$ cat src/rtl/vmc_pkg.sv
package vmc_pkg;

  // Outcome of one header handshake
  typedef enum logic [1:0] {
    VM_IDLE    = 2'd0,
    VM_CAPTURE = 2'd1,
    VM_REJECT  = 2'd2,
    VM_DISCARD = 2'd3
  } vm_action_e;

  // Message type flag encoding
  localparam logic VM_KIND_T0 = 1'b0;
  localparam logic VM_KIND_T1 = 1'b1;

  // Default register byte offsets
  localparam int unsigned VM_CAP_BASE_DEF  = 32'h340;
  localparam int unsigned VM_STAT_ADDR_DEF = 32'h330;
  localparam int unsigned VM_MASK_ADDR_DEF = 32'h334;

endpackage

$ cat src/rtl/vmc_intake.sv
module vmc_intake
  import vmc_pkg::*;
(
  input  logic       clk,
  input  logic       rst_n,
  input  logic       msg_valid,
  input  logic       msg_kind,
  input  logic       status_q,
  input  logic       mask_q,
  output logic       msg_ready,
  output vm_action_e action,
  output logic       ur_pulse
);

  logic accept;
  logic ur_d;
  logic ur_q;

  // Handshake and per-type decision
  always_comb begin
    msg_ready = rst_n & (mask_q | ~status_q);
    accept    = msg_valid & msg_ready;
    action    = VM_IDLE;
    if (accept) begin
      if (!mask_q) begin
        action = VM_CAPTURE;
      end else if (msg_kind == VM_KIND_T0) begin
        action = VM_REJECT;
      end else begin
        action = VM_DISCARD;
      end
    end
  end

  always_comb begin
    ur_d = (action == VM_REJECT);
  end

  always_ff @(posedge clk or negedge rst_n) begin
    if (!rst_n) begin
      ur_q <= 1'b0;
    end else begin
      ur_q <= ur_d;
    end
  end

  assign ur_pulse = ur_q;

  // report pulse lasts a single cycle unless a second rejection follows
  p_ur_single_r7: assert property (@(posedge clk) disable iff (!rst_n)
    ur_q && !ur_d |=> !ur_q);

endmodule

$ cat src/rtl/vmc_capture.sv
module vmc_capture #(
  parameter int HDR_W  = 128,
  parameter int DATA_W = 32
) (
  input  logic                clk,
  input  logic                rst_n,
  input  logic                cap_en,
  input  logic [HDR_W-1:0]    hdr_in,
  output logic [HDR_W-1:0]    cap_words
);

  localparam int N_WORDS = HDR_W / DATA_W;

  // Word g holds the header slice starting at byte g*(DATA_W/8); lowest byte on top
  for (genvar g = 0; g < N_WORDS; g++) begin : g_word
    logic [DATA_W-1:0] word_d;
    logic [DATA_W-1:0] word_q;

    always_comb begin
      word_d = hdr_in[HDR_W-1-g*DATA_W -: DATA_W];
    end

    always_ff @(posedge clk or negedge rst_n) begin
      if (!rst_n) begin
        word_q <= '0;
      end else if (cap_en) begin
        word_q <= word_d;
      end
    end

    assign cap_words[g*DATA_W +: DATA_W] = word_q;
  end

endmodule

$ cat src/rtl/vmc_csr.sv
module vmc_csr #(
  parameter int                ADDR_W    = 12,
  parameter int                DATA_W    = 32,
  parameter int                N_WORDS   = 4,
  parameter logic [ADDR_W-1:0] CAP_BASE  = 12'h340,
  parameter logic [ADDR_W-1:0] STAT_ADDR = 12'h330,
  parameter logic [ADDR_W-1:0] MASK_ADDR = 12'h334
) (
  input  logic                      clk,
  input  logic                      rst_n,
  input  logic                      cap_set,
  input  logic                      reg_wr,
  input  logic [ADDR_W-1:0]         reg_addr,
  input  logic [DATA_W-1:0]         reg_wdata,
  input  logic [N_WORDS*DATA_W-1:0] cap_words,
  output logic                      status_q,
  output logic                      mask_q,
  output logic                      irq,
  output logic [DATA_W-1:0]         reg_rdata
);

  localparam int WORD_BYTES = DATA_W / 8;

  logic clr;
  logic mask_we;
  logic status_d;
  logic mask_d;
  logic unused_wdata;

  assign unused_wdata = ^reg_wdata[DATA_W-1:1];

  // Next-state for the status and mask bits
  always_comb begin
    clr      = reg_wr & (reg_addr == STAT_ADDR) & reg_wdata[0];
    mask_we  = reg_wr & (reg_addr == MASK_ADDR);
    status_d = cap_set | (status_q & ~clr);
    mask_d   = reg_wdata[0];
  end

  always_ff @(posedge clk or negedge rst_n) begin
    if (!rst_n) begin
      status_q <= 1'b0;
    end else begin
      status_q <= status_d;
    end
  end

  always_ff @(posedge clk or negedge rst_n) begin
    if (!rst_n) begin
      mask_q <= 1'b0;
    end else if (mask_we) begin
      mask_q <= mask_d;
    end
  end

  assign irq = status_q & ~mask_q;

  // Read decode
  always_comb begin
    reg_rdata = '0;
    if (reg_addr == STAT_ADDR) begin
      reg_rdata = {{(DATA_W-1){1'b0}}, status_q};
    end else if (reg_addr == MASK_ADDR) begin
      reg_rdata = {{(DATA_W-1){1'b0}}, mask_q};
    end
    for (int i = 0; i < N_WORDS; i++) begin
      if (reg_addr == CAP_BASE + ADDR_W'(i * WORD_BYTES)) begin
        reg_rdata = cap_words[i*DATA_W +: DATA_W];
      end
    end
  end

  // write-one with no new capture leaves the bit clear
  p_clear_r5: assert property (@(posedge clk) disable iff (!rst_n)
    status_q && clr && !cap_set |=> !status_q);

  // capture wins over a coincident clear
  p_collide_r10: assert property (@(posedge clk) disable iff (!rst_n)
    cap_set && clr |=> status_q);

endmodule

$ cat src/rtl/vendor_msg_capture.sv
module vendor_msg_capture
  import vmc_pkg::*;
#(
  parameter int                HDR_BYTES = 16,
  parameter int                DATA_W    = 32,
  parameter int                ADDR_W    = 12,
  parameter logic [ADDR_W-1:0] CAP_BASE  = ADDR_W'(VM_CAP_BASE_DEF),
  parameter logic [ADDR_W-1:0] STAT_ADDR = ADDR_W'(VM_STAT_ADDR_DEF),
  parameter logic [ADDR_W-1:0] MASK_ADDR = ADDR_W'(VM_MASK_ADDR_DEF)
) (
  input  logic                 clk,
  input  logic                 rst_n,
  input  logic                 msg_valid,
  input  logic                 msg_type,
  input  logic [HDR_BYTES*8-1:0] msg_hdr,
  output logic                 msg_ready,
  input  logic                 reg_wr,
  input  logic [ADDR_W-1:0]    reg_addr,
  input  logic [DATA_W-1:0]    reg_wdata,
  output logic [DATA_W-1:0]    reg_rdata,
  output logic                 irq,
  output logic                 ur_pulse
);

  localparam int HDR_W   = HDR_BYTES * 8;
  localparam int N_WORDS = HDR_W / DATA_W;

  logic [1:0]       rst_pipe_q;
  logic             rst_sync_n;
  logic             status_q;
  logic             mask_q;
  logic             cap_en;
  vm_action_e       action;
  logic [HDR_W-1:0] cap_words;

  // Asynchronous assertion, synchronous release
  always_ff @(posedge clk or negedge rst_n) begin
    if (!rst_n) begin
      rst_pipe_q <= '0;
    end else begin
      rst_pipe_q <= {rst_pipe_q[0], 1'b1};
    end
  end

  assign rst_sync_n = rst_pipe_q[1];

  vmc_intake u_intake (
    .clk       (clk),
    .rst_n     (rst_sync_n),
    .msg_valid (msg_valid),
    .msg_kind  (msg_type),
    .status_q  (status_q),
    .mask_q    (mask_q),
    .msg_ready (msg_ready),
    .action    (action),
    .ur_pulse  (ur_pulse)
  );

  assign cap_en = (action == VM_CAPTURE);

  vmc_capture #(
    .HDR_W  (HDR_W),
    .DATA_W (DATA_W)
  ) u_capture (
    .clk       (clk),
    .rst_n     (rst_sync_n),
    .cap_en    (cap_en),
    .hdr_in    (msg_hdr),
    .cap_words (cap_words)
  );

  vmc_csr #(
    .ADDR_W    (ADDR_W),
    .DATA_W    (DATA_W),
    .N_WORDS   (N_WORDS),
    .CAP_BASE  (CAP_BASE),
    .STAT_ADDR (STAT_ADDR),
    .MASK_ADDR (MASK_ADDR)
  ) u_csr (
    .clk       (clk),
    .rst_n     (rst_sync_n),
    .cap_set   (cap_en),
    .reg_wr    (reg_wr),
    .reg_addr  (reg_addr),
    .reg_wdata (reg_wdata),
    .cap_words (cap_words),
    .status_q  (status_q),
    .mask_q    (mask_q),
    .irq       (irq),
    .reg_rdata (reg_rdata)
  );

  // a pending unmasked message blocks the handshake
  p_stall_r4: assert property (@(posedge clk) disable iff (!rst_sync_n)
    status_q && !mask_q |-> !msg_ready);

  // capture words hold while stalled
  p_hold_r4: assert property (@(posedge clk) disable iff (!rst_sync_n)
    status_q && !mask_q |=> $stable(cap_words));

  // an unmasked acceptance sets the status bit
  p_set_r2: assert property (@(posedge clk) disable iff (!rst_sync_n)
    msg_valid && msg_ready && !mask_q |=> status_q);

  // masked Type 0 produces the report on the next cycle
  p_ur_r7: assert property (@(posedge clk) disable iff (!rst_sync_n)
    msg_valid && msg_ready && mask_q && !msg_type |=> ur_pulse);

  // a report only follows a masked Type 0 acceptance
  p_ur_cause_r8: assert property (@(posedge clk) disable iff (!rst_sync_n)
    ur_pulse |-> $past(msg_valid && msg_ready && mask_q && !msg_type));

  // masked acceptances never touch the capture words
  p_drop_r8: assert property (@(posedge clk) disable iff (!rst_sync_n)
    msg_valid && msg_ready && mask_q |=> $stable(cap_words));

endmodule

$ cat config.mk
export PLATFORM = sky130hd
export DESIGN_NAME = vendor_msg_capture
export DESIGN_NICKNAME = d
export VERILOG_FILES = /design/src/rtl/vmc_pkg.sv /design/src/rtl/vmc_intake.sv /design/src/rtl/vmc_capture.sv /design/src/rtl/vmc_csr.sv /design/src/rtl/vendor_msg_capture.sv
export SDC_FILE = /design/constraint.sdc
export NUM_CORES = 1
export LEC_CHECK = 0
export BUFFER_PORTS_ARGS = -buffer_cell sky130_fd_sc_hd__buf_4
export CAP_MARGIN = 10
export CORE_MARGIN = 2
export CORE_UTILIZATION = 50
export CTS_BUF_LIST = sky130_fd_sc_hd__clkbuf_16
export DETAILED_ROUTE_END_ITERATION = 7
export GPL_TIMING_DRIVEN = 0
export PLACE_DENSITY = 0.8
export SYNTH_ARGS = -nofsm -noshare
export SYNTH_HDL_FRONTEND = slang
export SYNTH_SLANG_ARGS = --single-unit
$ cat constraint.sdc
create_clock -name clk -period 5.15 [get_ports clk]
set_clock_uncertainty 0.2 [all_clocks]
set_input_delay 1.03 -clock clk [delete_from_list [all_inputs] [get_ports clk]]
set_output_delay 1.03 -clock clk [all_outputs]
set_load 0.01 [all_outputs]
* Word level (Yosys, flattened, before mapping) *
Index checks and enable logic that the tools add are counted.

cells by class
  eq/ne operators = 8
  muxes and demuxes = 9
  bitwise gates (word level) = 12

operator list
  kind                    number
  $mux W32                4
  $eq A12 B10 Y1 const B  6
  $and A1 B1 Y1           7
  $mux W2                 2
  $mux W1                 3
  $not A1 Y1              3
  $eq A2 B1 Y1 const B    1
  $eq A2 B2 Y1 const B    1
  $or A1 B1 Y1            2

storage, ports and cells
  register bits after elaboration = 133
  logic and storage cells = 37
  output and inout bits = 35

* Depth between registers and ports, before layout *
Gate-level depths: netlist of the first run.

  depth in word-level cells = 7
  mapped depth = 7
  mapped depth without buffers = 4

* By module *
A second synthesis of the first run with hierarchy kept.

second synthesis, totals
  cell total of the unflattened synthesis = 413
  area total of the unflattened synthesis = 6,226.0 um^2

modules (own cells, without submodules)
  module              area each (um^2)  times used  cells each  seq. area each (um^2)
  vmc_capture         4,822.1           1           270         3,203.1
  vmc_csr             1,263.7           1           131         50.0
  vmc_intake          72.6              1           8           25.0
  vendor_msg_capture  67.6              1           4           50.0

* Worst setup path after synthesis of the first run *
No wires, ideal clock.

  path kind = register to register
  start = register rst_pipe_q[1]
  end = register u_capture.g_word[0].word_q[0]
  setup time = 0.125 ns
  stages on the path, launching flop included = 6
  required time = 4.825 ns
  data arrival time = 4.716 ns
  slack = 0.109 ns
  path through = dfrtp_1 > nand2_1 > nor3_1 > clkbuf_1 > clkbuf_1 > mux2_2

on the way
  word-level cells in the longest chain between the ends = 4

ends and longest elaborated chain
  item                      line                      RTL
  start: declaration        vendor_msg_capture.sv:28  logic [1:0] rst_pipe_q;
  start signal: assignment  vendor_msg_capture.sv:41  rst_pipe_q <= {rst_pipe_q[0], 1'b1};
  $and A1 B1 Y1             vmc_intake.sv:21          msg_ready = rst_n & (mask_q | ~status_q);
  $and A1 B1 Y1             vmc_intake.sv:22          accept = msg_valid & msg_ready;
  $mux W2                   vmc_intake.sv:24          if (accept) begin
  $eq A2 B1 Y1              vendor_msg_capture.sv:59  assign cap_en = (action == VM_CAPTURE);
  end signal: assignment    vmc_capture.sv:27         word_q <= word_d;
  end: declaration          vmc_capture.sv:17         logic [DATA_W-1:0] word_q;

Every way passes these cells.
A chain may end at the register's enable or synchronous reset.

* Worst setup path in the final report of the first run *
  start = input port reg_addr[4]
  end = output port reg_rdata[15]

on the way
  word-level cells in the longest chain between the ends = 5
  elaborated cells between the ends (all ways) = 8

ends and longest elaborated chain
  item                   line                      RTL
  start: declaration     vendor_msg_capture.sv:18  input logic [ADDR_W-1:0] reg_addr,
  $eq A12 B10 Y1         vmc_csr.sv:67             if (reg_addr == CAP_BASE + ADDR_W'(i * WORD_BYTES)) begin
  $mux W32 (3 in a row)  vmc_csr.sv:67
  $mux W32 (*)           vmc_csr.sv:67
  end: declaration       vendor_msg_capture.sv:20  output logic [DATA_W-1:0] reg_rdata,

Every way passes the cells marked *; elsewhere a longest branch is shown, timed or not.

==> flow_summary.json, run 1 <==
{
  "status": "complete, but fails checks",
  "violations": "DRC",
  "required_ps": 3920,
  "dr_wl_met2_mm": 8.31,
  "yosys.area_share.simple_pct": 6.13,
  "crit_type": "input port to output port",
  "power.density_nw_per_um2": 452,
  "dr.max_layer_used": "met4",
  "via_per_inst": 5.91,
  "row_count": 39,
  "dp_slack_ps": 634,
  "die_width_um": 113,
  "ant_nets": 0,
  "yosysTopAreaCell": "dfrtp_1",
  "ctsResizeCount": 0,
  "critPathLaunchType": "input port",
  "drive_above_1_share_pct": 55.3,
  "dieArea_um2": 12800,
  "finalCriticalPeriod_ps": 4590,
  "chipHeight_um": 113,
  "m1WireLength_mm": 6.72,
  "synthCells": 432,
  "synth-seq-cells": 133,
  "hold_violations": 0,
  "syn_area_per_cell_um2": 13.8,
  "netlist_area_um2": 5960,
  "area_growth_pct": 35.6,
  "yosys_most_used_dff": "dfrtp_1",
  "root_buffer": "clkbuf_16",
  "worstMarginPinSlew_ps": 1070,
  "drt-pass1-iter-count": 6,
  "timing.setup.tns_ps": 0,
  "grt_pass1_wl_mm": 26.5,
  "synth_common_cells": "133 x dfrtp_1, 129 x mux2_2, 30 x a22oi_1",
  "h-tree-depth": 4,
  "worst_setup_path_end_kind": "output port",
  "synth_edf_count": 0,
  "pwr-share-comb_pct": 19.4,
  "synth_most_common_cell": "dfrtp_1",
  "r2r_start": "rst_pipe_q[1]",
  "ys_seq_area_share_pct": 55.9,
  "stdcell_area_um2": 8080,
  "clock_latency_ps": 410,
  "arrival_ps": 3360,
  "synth_compound_area_share_pct": 10.5,
  "grt_pass1_vias": 4988,
  "r2r_cells": 6,
  "hold_class": "flop to asynchronous set/reset pin",
  "wl_met3_mm": 1.43,
  "slew_headroom_pct": 28.3,
  "finalPower_mw": 3.65,
  "netlist_top_cells_area": "dfrtp_1 56%, mux2_2 24%, a22oi_1 3.8%, a221o_1 3.0%, nor2_1 1.5%",
  "numCtsBuffers": 17,
  "fillers": 847,
  "synth_xor_area_share_pct": 0,
  "synthArstFlopShare_pct": 100,
  "rsz0062_at_grt": "no",
  "post-dp-hpwl_mm": 11.8,
  "nNetsFinal": 810,
  "yosys.area.top_type_share_pct": 55.9,
  "p_int_mw": 2.74,
  "gp_congestion": 0.802,
  "p_switching_uw": 919,
  "wl_mm": 16.9,
  "cts_setup_buffers": 0,
  "p_clk_share_pct": 30.3,
  "vdd_drop_max_v": 0.000268,
  "clk_pin_slew_ps": 60,
  "reg2reg_slack_ps": 1910,
  "netSwitchingFraction_pct": 25.2,
  "period_share_pct": 89.2,
  "routedWlPerCell_um": 21.5,
  "yosys.area_share.adder_pct": 0,
  "maxSlewViolCount": 0,
  "portBuffers": 180,
  "drt-initial-drc-count": 332,
  "seqPwrFrac_pct": 50.4,
  "antenna_cells": 0,
  "synth_warnings": 0,
  "setup_viol": 0,
  "crit_fanout": 10,
  "synth_top_family_by_area": "multiplexers",
  "syn_nets": 609,
  "clock-sinks": 133,
  "drc": 12,
  "fmax_ghz": 0.218,
  "timing.final.ws_setup_ps": 557,
  "cts_buffer_depth": 2,
  "grt_max_degree": 61,
  "core_um2": 11500,
  "pin_count": 212,
  "antenna_found_initial": 0,
  "leakagePower_nw": 3.60,
  "vias": 4649,
  "critPathLaunch": "reg_addr[4]",
  "start_util_pct": 51.7,
  "cts_tree": "built",
  "yosys.cell_types.count": 41,
  "cts_hold_buffers": 0,
  "r2r-end": "u_capture.g_word[2].word_q[21]",
  "post_dp_cell_area_um2": 7550,
  "synth.area.mux_share_pct": 24.4,
  "grt.total_usage_pct": 27.5,
  "max-cap-violations": 0,
  "overflow": 0
}
-- worst max path at each step --
| stage | slack, ps | cells past startpoint | end |
|---|---|---|---|
| floorplan | 110 | 5 | u_capture.g_word[0].word_q[0] |
| global placement | -1620 | 5 | u_capture.g_word[2].word_q[23] |
| detailed placement | 630 | 7 | reg_rdata[23] |
| CTS | 620 | 7 | reg_rdata[15] |
| global route | 500 | 7 | reg_rdata[24] |
| finish | 560 | 7 | reg_rdata[15] |
-- layout make-up --
| class | count | area, um2 | share of cell area [%] |
|---|---|---|---|
| tap | 143 | 179 | 2.21 |
| sequential | 133 | 3330 | 41.2 |
| multi-input combinational | 267 | 2450 | 30.3 |
| clock inverter | 13 | 106 | 1.32 |
| timing repair buffer | 182 | 1410 | 17.4 |
| inverter | 1 | 3.75 | 0.0465 |
| buffer | 31 | 178 | 2.20 |
| clock buffer | 17 | 425 | 5.27 |
-- per-layer routing --
metal | global-route usage, % | vias to the layer above
met5 | 0 | -
met4 | 10.0 | 0
met3 | 7.61 | 36
met2 | 45.7 | 209
met1 | 34.7 | 2356
li1 | - | 2048
-- registers in the layout, indices dropped and copies added, names as in the netlist --
signal,flops
rst_pipe_q,2
u_csr.mask_q,1
u_capture.g_word.word_q,128
u_csr.status_q,1
u_intake.ur_pulse,1
-- critical path, cell delays in order --
cell	delay (ps)
buf_4	120
nor4b_1	620
nand3_1	610
nor2_4	450
buf_6	230
a221o_2	170
buf_4	110
-- placed cells by master (no fill, tap or decap), drive strengths merged, types with 2 or more instances in the layout --
master and count:
buf 195, dfrtp 133, mux2 129, clkbuf 35
a22oi 30, nor2 25, a221o 22, a32oi 10
o22ai 9, inv 8, nand2 5, nand3 4
nor3 4, clkinv 4, nor2b 3, nor4 3
or3 2, nor3b 2, nand2b 2, bufinv 2
-- power by group through the flow --
stage                     combinational (mW)  clock, mW  sequential (mW)
after floorplan                        0.523          0             1.77
after detailed placement               0.711          0             1.85
final                                  0.708       1.11             1.84
after CTS                              0.715       1.12             1.84
after global placement                 0.651          0             1.83
after global routing                   0.776       1.16             1.91
-- through the flow --
stage	instances	util, %	hold slack, ps
after detailed placement	757	65.5	10.3
after global placement	755	65.0	137
after CTS	787	70.2	9.00
after floorplan	432	-	131
final	787	70.2	0.277
after global routing	787	70.2	27.7
-- kinds of logic after synthesis --
family | Yosys count
compound gates | 76
mux | 129
flops | 133
buf+inv | 32
simple gates | 61
other cells | 1
No activity file was read; power rests on OpenSTA's default activity.
==> inputs of run 2 (changes only) <==
Settings changed: CTS_BUF_LIST sky130_fd_sc_hd__clkbuf_16 to unset, SKIP_CTS_REPAIR_TIMING set to 1.
==> flow_summary.json, run 2 (synthesis results as in run 1) <==
{
  "critPathLaunchType": "input port",
  "stdcell_area_um2": 8080,
  "drt-initial-drc-count": 318,
  "dp_slack_ps": 634,
  "gp_congestion": 0.802,
  "slew_headroom_pct": 26.4,
  "h-tree-depth": 4,
  "r2r_start": "rst_pipe_q[1]",
  "numCtsBuffers": 17,
  "via_per_inst": 5.85,
  "critical_path.endpoint": "reg_rdata[15]",
  "ant_nets": 0,
  "cp_slowest_stage_delay_ps": 620,
  "grt.total_usage_pct": 27.5,
  "vias": 4607,
  "die_width_um": 113,
  "r2r_cells": 6,
  "violations": "DRC, hold timing",
  "vdd_drop_max_v": 0.000268,
  "pwr-share-comb_pct": 19.3,
  "area_growth_pct": 35.6,
  "rsz0062_at_grt": "no",
  "clock-sinks": 133,
  "maxSlewViolCount": 0,
  "pin_count": 212,
  "worst_setup_path_end_kind": "output port",
  "timing.setup.tns_ps": 0,
  "routedWlPerCell_um": 21.4,
  "clock_latency_ps": 410,
  "root_buffer": "clkbuf_16",
  "start_util_pct": 51.7,
  "finalCriticalPeriod_ps": 4550,
  "arrival_ps": 3320,
  "fmax_ghz": 0.220,
  "setup_viol": 0,
  "p_int_mw": 2.75,
  "critPathLaunch": "reg_addr[4]",
  "clk_pin_slew_ps": 60,
  "post_dp_cell_area_um2": 7550,
  "grt_max_degree": 61,
  "final_core_util_pct": 70.2,
  "finalPower_mw": 3.66,
  "period_share_pct": 88.3,
  "worstMarginPinSlew_ps": 1100,
  "layout_common_cells": "181 x buf_4, 132 x dfrtp_1, 129 x mux2_2, 30 x a22oi_1, 25 x clkbuf_1",
  "timing.final.ws_setup_ps": 603,
  "chipHeight_um": 113,
  "drc": 12,
  "crit_type": "input port to output port",
  "hold_ws_ps": -0.267,
  "nNetsFinal": 810,
  "crit_fanout": 10,
  "p_clk_share_pct": 30.5,
  "max-cap-violations": 0,
  "core_um2": 11500,
  "leakagePower_nw": 3.57,
  "hold_class": "flop to asynchronous set/reset pin",
  "row_count": 39,
  "hold_violations": 1,
  "netSwitchingFraction_pct": 25.0,
  "antenna_cells": 0,
  "top_register": "u_capture.g_word.word_q",
  "fillers": 847,
  "cts_buffer_depth": 2,
  "drt-pass1-iter-count": 7,
  "cts_tree": "built",
  "largest_reg_flops": 128,
  "grt_pass1_vias": 4988,
  "slowest_stage": "nor4b_1",
  "drive_above_1_share_pct": 55.3,
  "crit_top_cell": "buf_4",
  "wl_mm": 16.8,
  "crit_chain": "buf_4, nor4b_1, nand3_1, nor2_4, buf_6, a221o_2, buf_4",
  "required_ps": 3920,
  "seqPwrFrac_pct": 50.2,
  "power.density_nw_per_um2": 453,
  "status": "complete, but fails checks",
  "grt_pass1_wl_mm": 26.5,
  "final_common_cell": "buf_4",
  "reg_top3": "u_capture.g_word.word_q: 128 flops, rst_pipe_q: 2 flops",
  "reg2reg_slack_ps": 1910,
  "post-dp-hpwl_mm": 11.8,
  "antenna_found_initial": 0,
  "r2r-end": "u_capture.g_word[2].word_q[21]",
  "p_switching_uw": 915,
  "dieArea_um2": 12800,
  "portBuffers": 180,
  "overflow": 0
}
## run 2: worst min path at each step
stage / endpoint / cells past startpoint / start / slack (ps)
2_1_floorplan: rst_pipe_q[1] / 0 / rst_pipe_q[0] / 130
6_report: u_capture.g_word[1].word_q[15] / 0 / rst_pipe_q[1] / -0.3
3_3_place_gp: rst_pipe_q[1] / 0 / rst_pipe_q[0] / 140
5_1_grt: u_capture.g_word[1].word_q[15] / 0 / rst_pipe_q[1] / 30
3_5_place_dp: u_capture.g_word[1].word_q[16] / 0 / rst_pipe_q[1] / 10
4_1_cts: u_capture.g_word[1].word_q[15] / 0 / rst_pipe_q[1] / 9
## run 2: layout make-up
cell class | count | area [um2] | share of cell area, %
clock inverters | 6 | 80.1 | 0.991
clock buffers | 24 | 452 | 5.59
repair buffers | 182 | 1410 | 17.4
multi-input cells | 267 | 2450 | 30.3
flip-flops and latches | 133 | 3330 | 41.2
well taps | 143 | 179 | 2.21
plain buffers | 31 | 178 | 2.20
inverters | 1 | 3.75 | 0.0465
## run 2: routing by layer
layer / global-route usage, % / up-vias / wire [um]
met5: 0 / - / 0
met4: 10.0 / 0 / 401
met3: 7.61 / 35 / 1360
met2: 45.7 / 195 / 8360
met1: 34.7 / 2333 / 6720
li1: - / 2044 / -
## run 2: power by group through the flow
stage	logic, mW	clock network [mW]	registers (mW)
floorplan	0.523	0	1.77
global placement	0.651	0	1.83
detailed placement	0.711	0	1.85
CTS	0.715	1.13	1.84
global route	0.776	1.18	1.91
finish	0.707	1.12	1.84
## run 2: per-stage QoR
stage	hold WS, ps	std cells
after global placement	137	755
after global routing	27.8	787
after detailed placement	10.3	757
after CTS	9.18	787
after floorplan	131	432
final	-0.267	787
## run 2: worst max-delay path, delay by kind of cell
kind                   cells  cell delay [ps]
and+or+nand+nor            3             1660
buffers and inverters      3              460
AOI/OAI and AO/OA          1              170
